--- config.mk ---
export PLATFORM = sky130hd
export DESIGN_NAME = rtc_alarm_match
export DESIGN_NICKNAME = d
export VERILOG_FILES = /design/src/rtl/rtc_alarm_pkg.sv /design/src/rtl/rtc_alarm_regs.sv /design/src/rtl/rtc_alarm_cmp.sv /design/src/rtl/rtc_alarm_irq.sv /design/src/rtl/rtc_alarm_match.sv
export SDC_FILE = /design/constraint.sdc
export NUM_CORES = 1
export LEC_CHECK = 0
export BUFFER_PORTS_ARGS = -buffer_cell sky130_fd_sc_hd__clkbuf_2
export CORE_MARGIN = 2
export CORE_UTILIZATION = 49
export CTS_CLUSTER_DIAMETER = 50
export DETAILED_ROUTE_END_ITERATION = 10
export PLACE_DENSITY = 0.83
export SETUP_SLACK_MARGIN = 0.5
export SYNTH_ARGS = -nofsm -noshare
export SYNTH_HDL_FRONTEND = slang
export SYNTH_SLANG_ARGS = --single-unit
--- constraint.sdc ---
create_clock -name clk -period 4.32 [get_ports clk]
set_input_delay 1.08 -clock clk [delete_from_list [all_inputs] [get_ports clk]]
set_output_delay 1.08 -clock clk [all_outputs]
set_load 0.05 [all_outputs]
--- src/rtl/rtc_alarm_pkg.sv ---
package rtc_alarm_pkg;
  localparam int REG_AW  = 3;
  localparam int REG_DW  = 32;
  localparam int NFIELD  = 5;
  localparam int ALM_BIT = 1;

  localparam logic [REG_AW-1:0] A_TALM  = 3'd0;
  localparam logic [REG_AW-1:0] A_CALM  = 3'd1;
  localparam logic [REG_AW-1:0] A_STAT  = 3'd2;
  localparam logic [REG_AW-1:0] A_SCLR  = 3'd3;
  localparam logic [REG_AW-1:0] A_IEN   = 3'd4;
  localparam logic [REG_AW-1:0] A_IDIS  = 3'd5;
  localparam logic [REG_AW-1:0] A_MASK  = 3'd6;
  localparam logic [REG_AW-1:0] A_VALID = 3'd7;

  localparam logic [REG_DW-1:0] TALM_KEEP = 32'h00BF_FFFF;
  localparam logic [REG_DW-1:0] CALM_KEEP = 32'hBF9F_0000;

  // field order: sec, min, hour, month, date
  localparam logic [REG_DW-1:0] FLD_MASK [NFIELD] =
    '{32'h0000_007F, 32'h0000_7F00, 32'h003F_0000, 32'h001F_0000, 32'h3F00_0000};
  localparam int FLD_EN  [NFIELD] = '{7, 15, 23, 23, 31};
  localparam int FLD_CAL [NFIELD] = '{0, 0, 0, 1, 1};

  function automatic logic bcd_in_range(input logic [7:0] v,
                                        input logic [7:0] lo,
                                        input logic [7:0] hi);
    return (v[3:0] <= 4'd9) && (v[7:4] <= 4'd9) && (v >= lo) && (v <= hi);
  endfunction
endpackage

--- src/rtl/rtc_alarm_regs.sv ---
module rtc_alarm_regs
  import rtc_alarm_pkg::*;
(
  input  logic              clk,
  input  logic              rst,
  input  logic              wr_en,
  input  logic [REG_AW-1:0] wr_addr,
  input  logic [REG_DW-1:0] wr_data,
  output logic [REG_DW-1:0] talm,
  output logic [REG_DW-1:0] calm,
  output logic              bad_time,
  output logic              bad_cal
);
  always_ff @(posedge clk) begin
    if (rst) begin
      talm <= '0;
      calm <= '0;
    end else if (wr_en) begin
      if (wr_addr == A_TALM) talm <= wr_data & TALM_KEEP;
      if (wr_addr == A_CALM) calm <= wr_data & CALM_KEEP;
    end
  end

  logic sec_ok, min_ok, hour_ok, mon_ok, day_ok;
  always_comb begin
    sec_ok  = bcd_in_range({1'b0, talm[6:0]},   8'h00, 8'h59);
    min_ok  = bcd_in_range({1'b0, talm[14:8]},  8'h00, 8'h59);
    hour_ok = bcd_in_range({2'b0, talm[21:16]}, 8'h00, 8'h23);
    mon_ok  = bcd_in_range({3'b0, calm[20:16]}, 8'h01, 8'h12);
    day_ok  = bcd_in_range({2'b0, calm[29:24]}, 8'h01, 8'h31);
    bad_time = (talm[7] & ~sec_ok) | (talm[15] & ~min_ok) | (talm[23] & ~hour_ok);
    bad_cal  = (calm[23] & ~mon_ok) | (calm[31] & ~day_ok);
  end
endmodule

--- src/rtl/rtc_alarm_cmp.sv ---
module rtc_alarm_cmp
  import rtc_alarm_pkg::*;
(
  input  logic [REG_DW-1:0] talm,
  input  logic [REG_DW-1:0] calm,
  input  logic [REG_DW-1:0] live_time,
  input  logic [REG_DW-1:0] live_cal,
  input  logic              blocked,
  output logic              hit
);
  logic [NFIELD-1:0] fld_en, fld_ok;

  for (genvar i = 0; i < NFIELD; i++) begin : g_fld
    if (FLD_CAL[i] != 0) begin : g_cal
      assign fld_en[i] = calm[FLD_EN[i]];
      assign fld_ok[i] = ((calm & FLD_MASK[i]) == (live_cal & FLD_MASK[i]));
    end else begin : g_tim
      assign fld_en[i] = talm[FLD_EN[i]];
      assign fld_ok[i] = ((talm & FLD_MASK[i]) == (live_time & FLD_MASK[i]));
    end
  end

  assign hit = (|fld_en) & ~blocked & (&(fld_ok | ~fld_en));
endmodule

--- src/rtl/rtc_alarm_irq.sv ---
module rtc_alarm_irq
  import rtc_alarm_pkg::*;
(
  input  logic              clk,
  input  logic              rst,
  input  logic              tick,
  input  logic              hit,
  input  logic              wr_en,
  input  logic [REG_AW-1:0] wr_addr,
  input  logic [REG_DW-1:0] wr_data,
  output logic              flag_q,
  output logic              mask_q,
  output logic              irq
);
  logic flag_d, mask_d;
  always_comb begin
    flag_d = flag_q;
    mask_d = mask_q;
    if (wr_en && wr_addr == A_SCLR && wr_data[ALM_BIT]) flag_d = 1'b0;
    if (tick && hit) flag_d = 1'b1;
    if (wr_en && wr_addr == A_IEN  && wr_data[ALM_BIT]) mask_d = 1'b1;
    if (wr_en && wr_addr == A_IDIS && wr_data[ALM_BIT]) mask_d = 1'b0;
  end

  always_ff @(posedge clk) begin
    if (rst) begin
      flag_q <= 1'b0;
      mask_q <= 1'b0;
      irq    <= 1'b0;
    end else begin
      flag_q <= flag_d;
      mask_q <= mask_d;
      irq    <= flag_d & mask_d;
    end
  end
endmodule

--- src/rtl/rtc_alarm_match.sv ---
module rtc_alarm_match
  import rtc_alarm_pkg::*;
(
  input  logic              clk,
  input  logic              rst,
  input  logic              tick,
  input  logic [23:0]       cur_time,
  input  logic [31:0]       cur_cal,
  input  logic              wr_en,
  input  logic [REG_AW-1:0] wr_addr,
  input  logic [REG_DW-1:0] wr_data,
  input  logic [REG_AW-1:0] rd_addr,
  output logic [REG_DW-1:0] rd_data,
  output logic              irq
);
  logic [REG_DW-1:0] talm, calm;
  logic bad_time, bad_cal, hit, flag_q, mask_q;

  rtc_alarm_regs u_regs (
    .clk(clk), .rst(rst), .wr_en(wr_en), .wr_addr(wr_addr), .wr_data(wr_data),
    .talm(talm), .calm(calm), .bad_time(bad_time), .bad_cal(bad_cal)
  );

  rtc_alarm_cmp u_cmp (
    .talm(talm), .calm(calm), .live_time({8'h00, cur_time}), .live_cal(cur_cal),
    .blocked(bad_time | bad_cal), .hit(hit)
  );

  rtc_alarm_irq u_irq (
    .clk(clk), .rst(rst), .tick(tick), .hit(hit), .wr_en(wr_en),
    .wr_addr(wr_addr), .wr_data(wr_data), .flag_q(flag_q), .mask_q(mask_q),
    .irq(irq)
  );

  logic [REG_DW-1:0] rd_mux;
  always_comb begin
    rd_mux = '0;
    case (rd_addr)
      A_TALM:  rd_mux = talm;
      A_CALM:  rd_mux = calm;
      A_STAT:  rd_mux[ALM_BIT] = flag_q;
      A_MASK:  rd_mux[ALM_BIT] = mask_q;
      A_VALID: rd_mux = {30'd0, bad_cal, bad_time};
      default: rd_mux = '0;
    endcase
  end

  always_ff @(posedge clk) begin
    if (rst) rd_data <= '0;
    else     rd_data <= rd_mux;
  end
endmodule

==> impl_metrics.yaml, run 1 <==
outcome:
  status: "completed"
cells_and_area:
  drive_gt1_share_pct: 27.51
  final_area_mm2: 0.003513
  num-nets-final: 522
  nFillCells: 515
  antenna_cells: 0
  syn_to_final_growth_pct: 24.86
clock_tree:
  cts_made_buffers: 9
  clkTransAtPathRegs_ps: 60
  cts.sink_count: 69
  hold_buffers: 0
  cts_root_buffer: "clkbuf_8"
  insertion_delay_ps: 330
  cts_tree: "done"
  cts_resized: 0
  postCtsSetupRepairBufs: 0
  htree_levels: 3
  cts_max_path_buffers: 2
yosys:
  synth-seq-area-share_pct: 49.09
  synth-edff-count: 0
  synth.ff_latch_count: 69
  syn-cell-area_mm2: 0.002814
  ys_warn_count: 0
  avgSynthCellArea_um2: 8.579
  synth.area.top_cells: "dfxtp_1 (49%), nand2_1 (10%), xnor2_1 (7.2%)"
  synth_top_cell_by_area: "dfxtp_1"
  synth_cells: 328
  synthFlopType: "dfxtp_1"
  async_reset_ff_share_pct: 0
  yosysUniqueCellTypes: 40
  synth_top_area_share_pct: 49.09
power:
  vdd_drop_max_uv: 213.8
  p_total_mw: 1.216
  powerDensity_mw_per_mm2: 346.2
  leakage_nw: 1.485
floorplanning:
  pin_count: 131
  die_h_um: 79.78
  core_mm2: 0.005540
  die_area_mm2: 0.006365
  die_x_um: 79.78
  rows: 27
  start_util_pct: 50.79
setup_path:
  cp.arrival_ps: 2900
  max_stage_delay_ps: 650
  cp.depth: 4
  critPathTopFamily: "simple AND/OR/NAND/NOR gates"
  cp.required_ps: 4600
  end_kind: "flop"
  critPathSlowestCell: "or3_1"
  crit_path_max_fanout: 43
  path_buf_inv: 1
  cp-start-kind: "primary input"
  path_cells: "clkbuf_2 -> or3_1 -> nor2_2 -> and2_1"
  reg2regPathDepth: 5
  path_class: "primary input to flop"
global_routing:
  grt_max_degree: 44
  antenna_found_initial: 0
  grt_first_pass_wirelength_um: 10730
  gr-total-overflow: 0
  grt_pass1_vias: 2417
  grt_use_total_pct: 22.04
timing:
  setup_tns_ps: 0
  final.min_clock_period_ps: 2629
  rsz0062_at_grt: "no"
  fin_worst_skew_ps: 3.433
  slew_headroom_pct: 41.22
  worst_pin_slew_ps: 881.7
  setup_viol_count_final: 0
  post-route-period-util_pct: 60.85
  drv_slew: 0
  finalHoldViolCount: 0
  max_freq_ghz: 0.3804
hold_path:
  hold_depth: 2
  hold_class: "flop to flop"
placement:
  port_buffers: 101
  place_congestion: 0.8194
  dp_hpwl_um: 5040
  dpl_cell_area_mm2: 0.003342
route:
  remaining_drc_errors: 0
  final_antenna_net_count: 0
  wire_per_inst_um: 13.63
  vias: 2569
  initialDrtViolationCount: 131
  drtPass1Iterations: 4
  wl_um: 6827
  vias_per_cell: 5.128
flow_run:
  maxCapViolations: 0
==> cell type report <==
| cell class | instances | area (µm²) | share of cell area (%) |
|---|---|---|---|
| Inverter | 2 | 7.507 | 0.2137 |
| Multi-Input combinational cell | 240 | 1350 | 38.43 |
| Sequential cell | 69 | 1381 | 39.32 |
| Timing Repair Buffer | 102 | 513.0 | 14.60 |
| Clock inverter | 1 | 5.005 | 0.1425 |
| Clock buffer | 15 | 166.4 | 4.736 |
| Tap cell | 72 | 90.09 | 2.564 |
==> synth_stat cells, types with 2 or more instances <==
master and count:
a21oi_1 39, and2_1 16, and3_1 7, buf_2 2, buf_4 2, clkbuf_1 13
dfxtp_1 69, inv_1 2, mux2i_1 6, nand2_1 78, nand3_1 5, nand4_1 7
nor2_1 12, o21ai_0 6, o22a_1 2, o22ai_1 5, o41ai_1 2, or3_1 3
or4b_1 2, xnor2_1 23, xor2_1 8
==> worst register-to-register path: stages, from the launching register on <==
cell and delay, ps:
dfxtp_1 360, or4b_1 550, o22ai_1 170, a311oi_1 100, o22a_1 200, nor2_1 90
==> cells by family (layout without fill, tap and decap cells) <==
kind of cell / Yosys count / after routing / share of synthesized area (%)
other: 1 / 2 / 0.1333
xor gates and xnor gates: 31 / 31 / 9.649
AOI/OAI and AO/OA: 62 / 62 / 12.50
and+or+nand+nor: 138 / 138 / 23.03
buffers and inverters: 20 / 120 / 3.068
muxes: 7 / 7 / 2.535
DFF: 69 / 69 / 49.09
==> state kept, by name, indices dropped and copies added (netlist names) <==
signal	flops
u_irq.flag_q	1
rd_data	30
u_regs.calm	13
u_irq.mask_q	1
u_irq.irq	1
u_regs.talm	23
==> layout by cell type (no fill, tap or decap), types with 2 or more instances in the layout <==
| cell type | n |
|---|---|
| xnor2_1 | 23 |
| clkbuf_1 | 4 |
| and2_1 | 16 |
| dfxtp_1 | 69 |
| clkbuf_8 | 11 |
| or4b_1 | 2 |
| nor2_1 | 12 |
| o22a_1 | 2 |
| o22ai_1 | 5 |
| or3_1 | 3 |
| o21ai_0 | 6 |
| xor2_1 | 8 |
| o41ai_1 | 2 |
| a21oi_1 | 39 |
| nand4_1 | 7 |
| clkbuf_2 | 101 |
| mux2i_1 | 6 |
| inv_1 | 2 |
| conb_1 | 2 |
| nand2_1 | 78 |
| nand3_1 | 5 |
| and3_1 | 7 |
==> where the power goes <==
part           leakage, nW  switching, mW  internal, mW
combinational        0.840         0.0556        0.0484
sequential           0.557        0.00980         0.645
clock               0.0877          0.218         0.240
total                 1.49          0.283         0.933
==> path summary, 6_finish.rpt <==
kind,start,end,slack (ps)
worst max-delay path,rst,rd_data[9],1690
worst min-delay path,u_regs.talm[8],u_regs.talm[8],480
worst max register to register,u_regs.calm[16],rd_data[1],2770
worst min register to register,u_regs.talm[8],u_regs.talm[8],480
==> per-stage QoR <==
step / setup slack (ps) / instances / hold WS, ps / utilization [%]
CTS: 1731 / 501 / 482.5 / 63.41
floorplan: 2169 / 329 / 457.2 / -
finish: 1691 / 501 / 478.9 / 63.41
global route: 1618 / 501 / 518.5 / 63.41
global placement: 1431 / 485 / 465.0 / 60.32
detailed placement: 1381 / 485 / 473.0 / 60.32
==> metal layers <==
layer / track usage [%] / part of all wire (%) / up-vias
li1: - / - / 1293
met1: 26.02 / 40 / 1172
met2: 37.56 / 52 / 92
met3: 4.072 / 5.8 / 12
met4: 12.37 / 2.0 / 0
met5: 0 / 0 / -
(Power assumes the default switching activity.)
==> run 2: changes to the inputs <==
--- a/config.mk
+++ b/config.mk
@@ -7,10 +7,10 @@
 export LEC_CHECK = 0
 export BUFFER_PORTS_ARGS = -buffer_cell sky130_fd_sc_hd__clkbuf_2
 export CORE_MARGIN = 2
-export CORE_UTILIZATION = 49
+export CORE_UTILIZATION = 42
 export CTS_CLUSTER_DIAMETER = 50
 export DETAILED_ROUTE_END_ITERATION = 10
-export PLACE_DENSITY = 0.83
+export PLACE_DENSITY = 0.76
 export SETUP_SLACK_MARGIN = 0.5
 export SYNTH_ARGS = -nofsm -noshare
 export SYNTH_HDL_FRONTEND = slang
==> constraint.sdc (replaced) <==
create_clock -name clk -period 2.2 [get_ports clk]
set_input_delay 0.55 -clock clk [delete_from_list [all_inputs] [get_ports clk]]
set_output_delay 0.55 -clock clk [all_outputs]
set_load 0.05 [all_outputs]
==> run 2 against run 1 <==
Net effect:
- the flow now finishes with violations (design-rule violations)
- worst hold slack got worse by 59 ps
- wire length increased by 5.8%
- flip-flop and latch count unchanged
- count of clock-buffer cells in the layout decreased by 4
- design area increased by 2.5%
- register-to-register slack got worse by 2100 ps
- clock power increased to 2.5 times the previous value
- worst setup slack got worse by 1100 ps
- critical path type unchanged
- largest cell class unchanged
==> impl_metrics.yaml, run 2 (synthesis results as in run 1) <==
power:
  leakage_nw: 1.527
  vdd_drop_max_uv: 339.2
  powerDensity_mw_per_mm2: 733.4
timing:
  whs_ps: 420.2
  max_freq_ghz: 0.6222
  slew_headroom_pct: 63.98
  post-route-period-util_pct: 73.05
  setup_tns_ps: 0
  setup_viol_count_final: 0
  fin_worst_skew_ps: 8.681
  drv_slew: 0
  final.min_clock_period_ps: 1607
  timing.final.ws_setup_ps: 592.9
  finalHoldViolCount: 0
  worst_pin_slew_ps: 539.7
  rsz0062_at_grt: "no"
setup_path:
  cp.required_ps: 2480
  critPathSlowestCell: "or3_1"
  cp.arrival_ps: 1890
  crit_start: "rd_addr[1]"
  cp-start-kind: "primary input"
  path_cells: "clkbuf_2 -> or3_1 -> nor2_2 -> and2_1"
  r2r_slack_ps: 650
  path_class: "primary input to flop"
  r2r-start: "u_regs.calm[31]"
  max_stage_delay_ps: 530
  end_kind: "flop"
  reg2regPathDepth: 5
  r2r_end: "rd_data[1]"
  crit_end: "rd_data[13]"
  crit_path_max_fanout: 15
cells_and_area:
  largest_reg_flops: 30
  antenna_cells: 0
  reg_top3: "rd_data (30), u_regs.talm (23), u_regs.calm (13)"
  num-nets-final: 525
  syn_to_final_growth_pct: 27.97
  final_cell_mix: "clkbuf_2 (101), nand2_1 (78), dfxtp_1 (69)"
  final_common_cell: "clkbuf_2"
  drive_gt1_share_pct: 28.94
  top_register: "rd_data"
route:
  remaining_drc_errors: 9
  wire_per_inst_um: 14.19
  initialDrtViolationCount: 147
  wl_um: 7225
  vias_per_cell: 5.108
  vias: 2600
  final_antenna_net_count: 0
  drtPass1Iterations: 8
clock_tree:
  cts_max_path_buffers: 2
  cts_root_buffer: "clkbuf_8"
  clkTransAtPathRegs_ps: 70
  cts.sink_count: 69
  htree_levels: 3
  cts_made_buffers: 9
  postCtsSetupRepairBufs: 0
  insertion_delay_ps: 350
  hold_buffers: 0
  cts_tree: "done"
  cts_resized: 0
hold_path:
  hold_class: "primary input to flop"
floorplanning:
  rows: 29
  die_area_mm2: 0.007370
  die_x_um: 85.85
  die_h_um: 85.85
  pin_count: 131
  start_util_pct: 43.81
  core_mm2: 0.006422
global_routing:
  antenna_found_initial: 0
  grt_max_degree: 43
  grt_use_total_pct: 20.00
  gr-total-overflow: 0
  grt_first_pass_wirelength_um: 11520
  grt_pass1_vias: 2492
outcome:
  status: "finished, violations left"
  failed_checks: "design-rule violations"
placement:
  port_buffers: 101
  place_congestion: 0.8484
  dp_hpwl_um: 5380
  place_ws_ps: 228.9
flow_run:
  maxCapViolations: 0
[run 2: cell types whose count changed in the layout (fill, tap and decap cells not counted), sizes merged]
cell,delta
inv,+1
buf,+3
bufinv,+2
clkinv,+1
clkbuf,-4
[run 2: worst max-delay path: cells and delay by family]
kind                   cells  cell delay, ps
buffers and inverters      1             120
and+or+nand+nor            3            1220
[run 2: power breakdown]
part           switching [mW]  internal [mW]  total, mW
sequential             0.0198           1.27       1.29
clock                   0.472          0.673       1.15
combinational           0.113         0.0977      0.210
[run 2: area by class of cell]
cell class	count	area, µm²
fillers	606	2821
clock inverters	5	82.58
inverters	2	7.507
repair buffers	105	535.5
multi-input cells	240	1356
clock buffers	11	141.4
well taps	77	96.34
flip-flops and latches	69	1381
[run 2: worst min-delay path by stage]
stage               startpoint         endpoint  slack [ps]  cells past startpoint
4_1_cts            wr_data[14]  u_regs.talm[14]         410                      3
6_report            wr_data[6]   u_regs.talm[6]         420                      3
3_5_place_dp   u_regs.talm[12]  u_regs.talm[12]         480                      2
3_3_place_gp    u_regs.talm[8]   u_regs.talm[8]         470                      2
2_1_floorplan  u_regs.talm[12]  u_regs.talm[12]         460                      2
5_1_grt            wr_data[21]  u_regs.talm[21]         420                      3
[run 2: metal layers]
metal	global-route usage (%)	wire, µm	up-vias
li1	-	-	1303
met1	23.58	3083	1207
met2	34.80	3582	81
met3	6.833	467	9
met4	5.195	92	0
met5	0	0	-
[run 2: through the flow]
stage / std cells / power, mW / utilization (%) / cell area (µm²)
final: 509 / 2.641 / 56.07 / 3601
after global routing: 509 / 2.728 / 56.07 / 3601
after CTS: 509 / 2.655 / 55.97 / 3595
after detailed placement: 493 / 1.522 / 52.48 / 3371
after global placement: 493 / 1.517 / 52.48 / 3371
after floorplan: 329 / 1.424 / - / 2818
==> run 3: changes to the inputs <==
--- a/config.mk
+++ b/config.mk
@@ -7,10 +7,10 @@
 export LEC_CHECK = 0
 export BUFFER_PORTS_ARGS = -buffer_cell sky130_fd_sc_hd__clkbuf_2
 export CORE_MARGIN = 2
-export CORE_UTILIZATION = 42
+export CORE_UTILIZATION = 46
 export CTS_CLUSTER_DIAMETER = 50
 export DETAILED_ROUTE_END_ITERATION = 10
-export PLACE_DENSITY = 0.76
+export PLACE_DENSITY = 0.79
 export SETUP_SLACK_MARGIN = 0.5
 export SYNTH_ARGS = -nofsm -noshare
 export SYNTH_HDL_FRONTEND = slang
==> constraint.sdc (replaced) <==
create_clock -name clk -period 1.7 [get_ports clk]
set_input_delay 0.425 -clock clk [delete_from_list [all_inputs] [get_ports clk]]
set_output_delay 0.425 -clock clk [all_outputs]
set_load 0.05 [all_outputs]
==> run 3 against run 2 <==
Net effect:
- the run now ends clean
- wire length increased by 5.8%
- clock power increased by 47%
- clock skew decreased by 1.0 ps
- design area increased by 16%
- register-to-register slack got worse by 400 ps
- non-clock buffer count increased by 9
- largest power group is now clock
==> impl_metrics.yaml, run 3 (synthesis results as in run 1) <==
outcome:
  status: "completed"
global_routing:
  grt_use_total_pct: 23.32
  grt_max_degree: 23
  antenna_found_initial: 0
  grt_first_pass_wirelength_um: 11830
  grt_pass1_vias: 2608
  gr-total-overflow: 0
setup_path:
  cp-start-kind: "flop"
  path_class: "flop to flop"
  cp.required_ps: 1990
  crit_path_max_fanout: 3
  end_kind: "flop"
  cp.arrival_ps: 1740
timing:
  timing.final.ws_setup_ps: 253.2
  slew_headroom_pct: 63.41
  worst_pin_slew_ps: 544.7
  drv_slew: 0
  max_freq_ghz: 0.6912
  setup_tns_ps: 0
  whs_ps: 292.8
  final.min_clock_period_ps: 1447
  fin_worst_skew_ps: 7.659
  finalHoldViolCount: 0
  setup_viol_count_final: 0
  post-route-period-util_pct: 85.11
  rsz0062_at_grt: "yes"
cells_and_area:
  top_register: "rd_data"
  syn_to_final_growth_pct: 48.47
  drive_gt1_share_pct: 43.08
  num-nets-final: 534
  largest_reg_flops: 30
  final_common_cell: "nand2_1"
  fin_util_pct: 70.56
  antenna_cells: 0
  fin_cells: 516
  reg_top3: "rd_data (30), u_regs.talm (23), u_regs.calm (13)"
  final_cell_mix: "nand2_1 (76), clkbuf_2 (70), a21oi_1 (38)"
  final_area_mm2: 0.004178
placement:
  dpl_cell_area_mm2: 0.003413
  port_buffers: 101
  post-place-cells: 495
  dp_hpwl_um: 5197
  place_ws_ps: 133.4
  place_congestion: 0.8233
route:
  remaining_drc_errors: 0
  initialDrtViolationCount: 202
  vias: 2686
  vias_per_cell: 5.205
  wl_um: 7641
  drtPass1Iterations: 5
  final_antenna_net_count: 0
  wire_per_inst_um: 14.81
floorplanning:
  die_area_mm2: 0.006759
  pin_count: 131
  core_mm2: 0.005921
  start_util_pct: 47.53
  die_x_um: 82.22
  die_h_um: 82.22
  rows: 28
clock_tree:
  cts_tree: "done"
  htree_levels: 3
  cts_made_buffers: 9
  clkTransAtPathRegs_ps: 80
  cts.sink_count: 69
  hold_buffers: 0
  cts_max_path_buffers: 2
  cts_root_buffer: "clkbuf_8"
  insertion_delay_ps: 350
power:
  vdd_drop_max_uv: 516.9
  leakage_nw: 1.727
  p_total_mw: 3.641
  powerDensity_mw_per_mm2: 871.5
hold_path:
  hold_class: "primary input to flop"
flow_run:
  maxCapViolations: 0
[run 3: cell count changes in the layout (fill, tap and decap cells not counted), moves of 4 or more]
cell	before	now
dfxtp_1	69	28
clkbuf_2	101	70
dfxtp_2	0	36
buf_8	0	29
o21ai_0	6	2
dfxtp_4	0	5
buf_4	4	13
[run 3: per-layer routing]
| metal | part of all wire, % | global-route usage, % | vias up |
|---|---|---|---|
| met1 | 42 | 26.91 | 1254 |
| met2 | 51 | 40.56 | 91 |
| met3 | 5.9 | 5.978 | 14 |
| li1 | - | - | 1327 |
| met4 | 1.9 | 10.17 | 0 |
| met5 | 0 | 0 | - |
[run 3: final cells by class]
type | instances | area, µm²
repair buffers | 114 | 933.4
flip-flops and latches | 69 | 1445
clock inverters | 5 | 106.4
fillers | 441 | 1743
clock buffers | 11 | 151.4
inverters | 2 | 7.507
multi-input cells | 240 | 1440
well taps | 75 | 93.84
[run 3: worst max-delay path: stages, from the launching register on]
cell and delay (ps):
dfxtp_4 340, or4b_4 530, o21ai_2 170, a311oi_2 70, o22a_1 180, nor2_1 90
[run 3: worst paths after layout]
kind              cells past startpoint  slack (ps)               to       startpoint
setup reg to reg                      5         250       rd_data[1]  u_regs.calm[24]
hold / removal                        3         290   u_regs.talm[8]       wr_data[8]
setup / recovery                      5         250       rd_data[1]  u_regs.calm[24]
hold reg to reg                       2         500  u_regs.calm[25]  u_regs.calm[25]
[run 3: where the power goes]
part / total, mW / internal, mW / switching (mW)
sequential: 1.66 / 1.63 / 0.0266
combinational: 0.297 / 0.143 / 0.155
clock: 1.69 / 1.06 / 0.629
total: 3.64 / 2.83 / 0.810
[run 3: timing repair]
action | CTS | global route
pin swaps | 7 | 4
setup buffers | 4 | 1
endpoints found under the setup margin | 35 | 36
gates resized for setup | 115 | 42
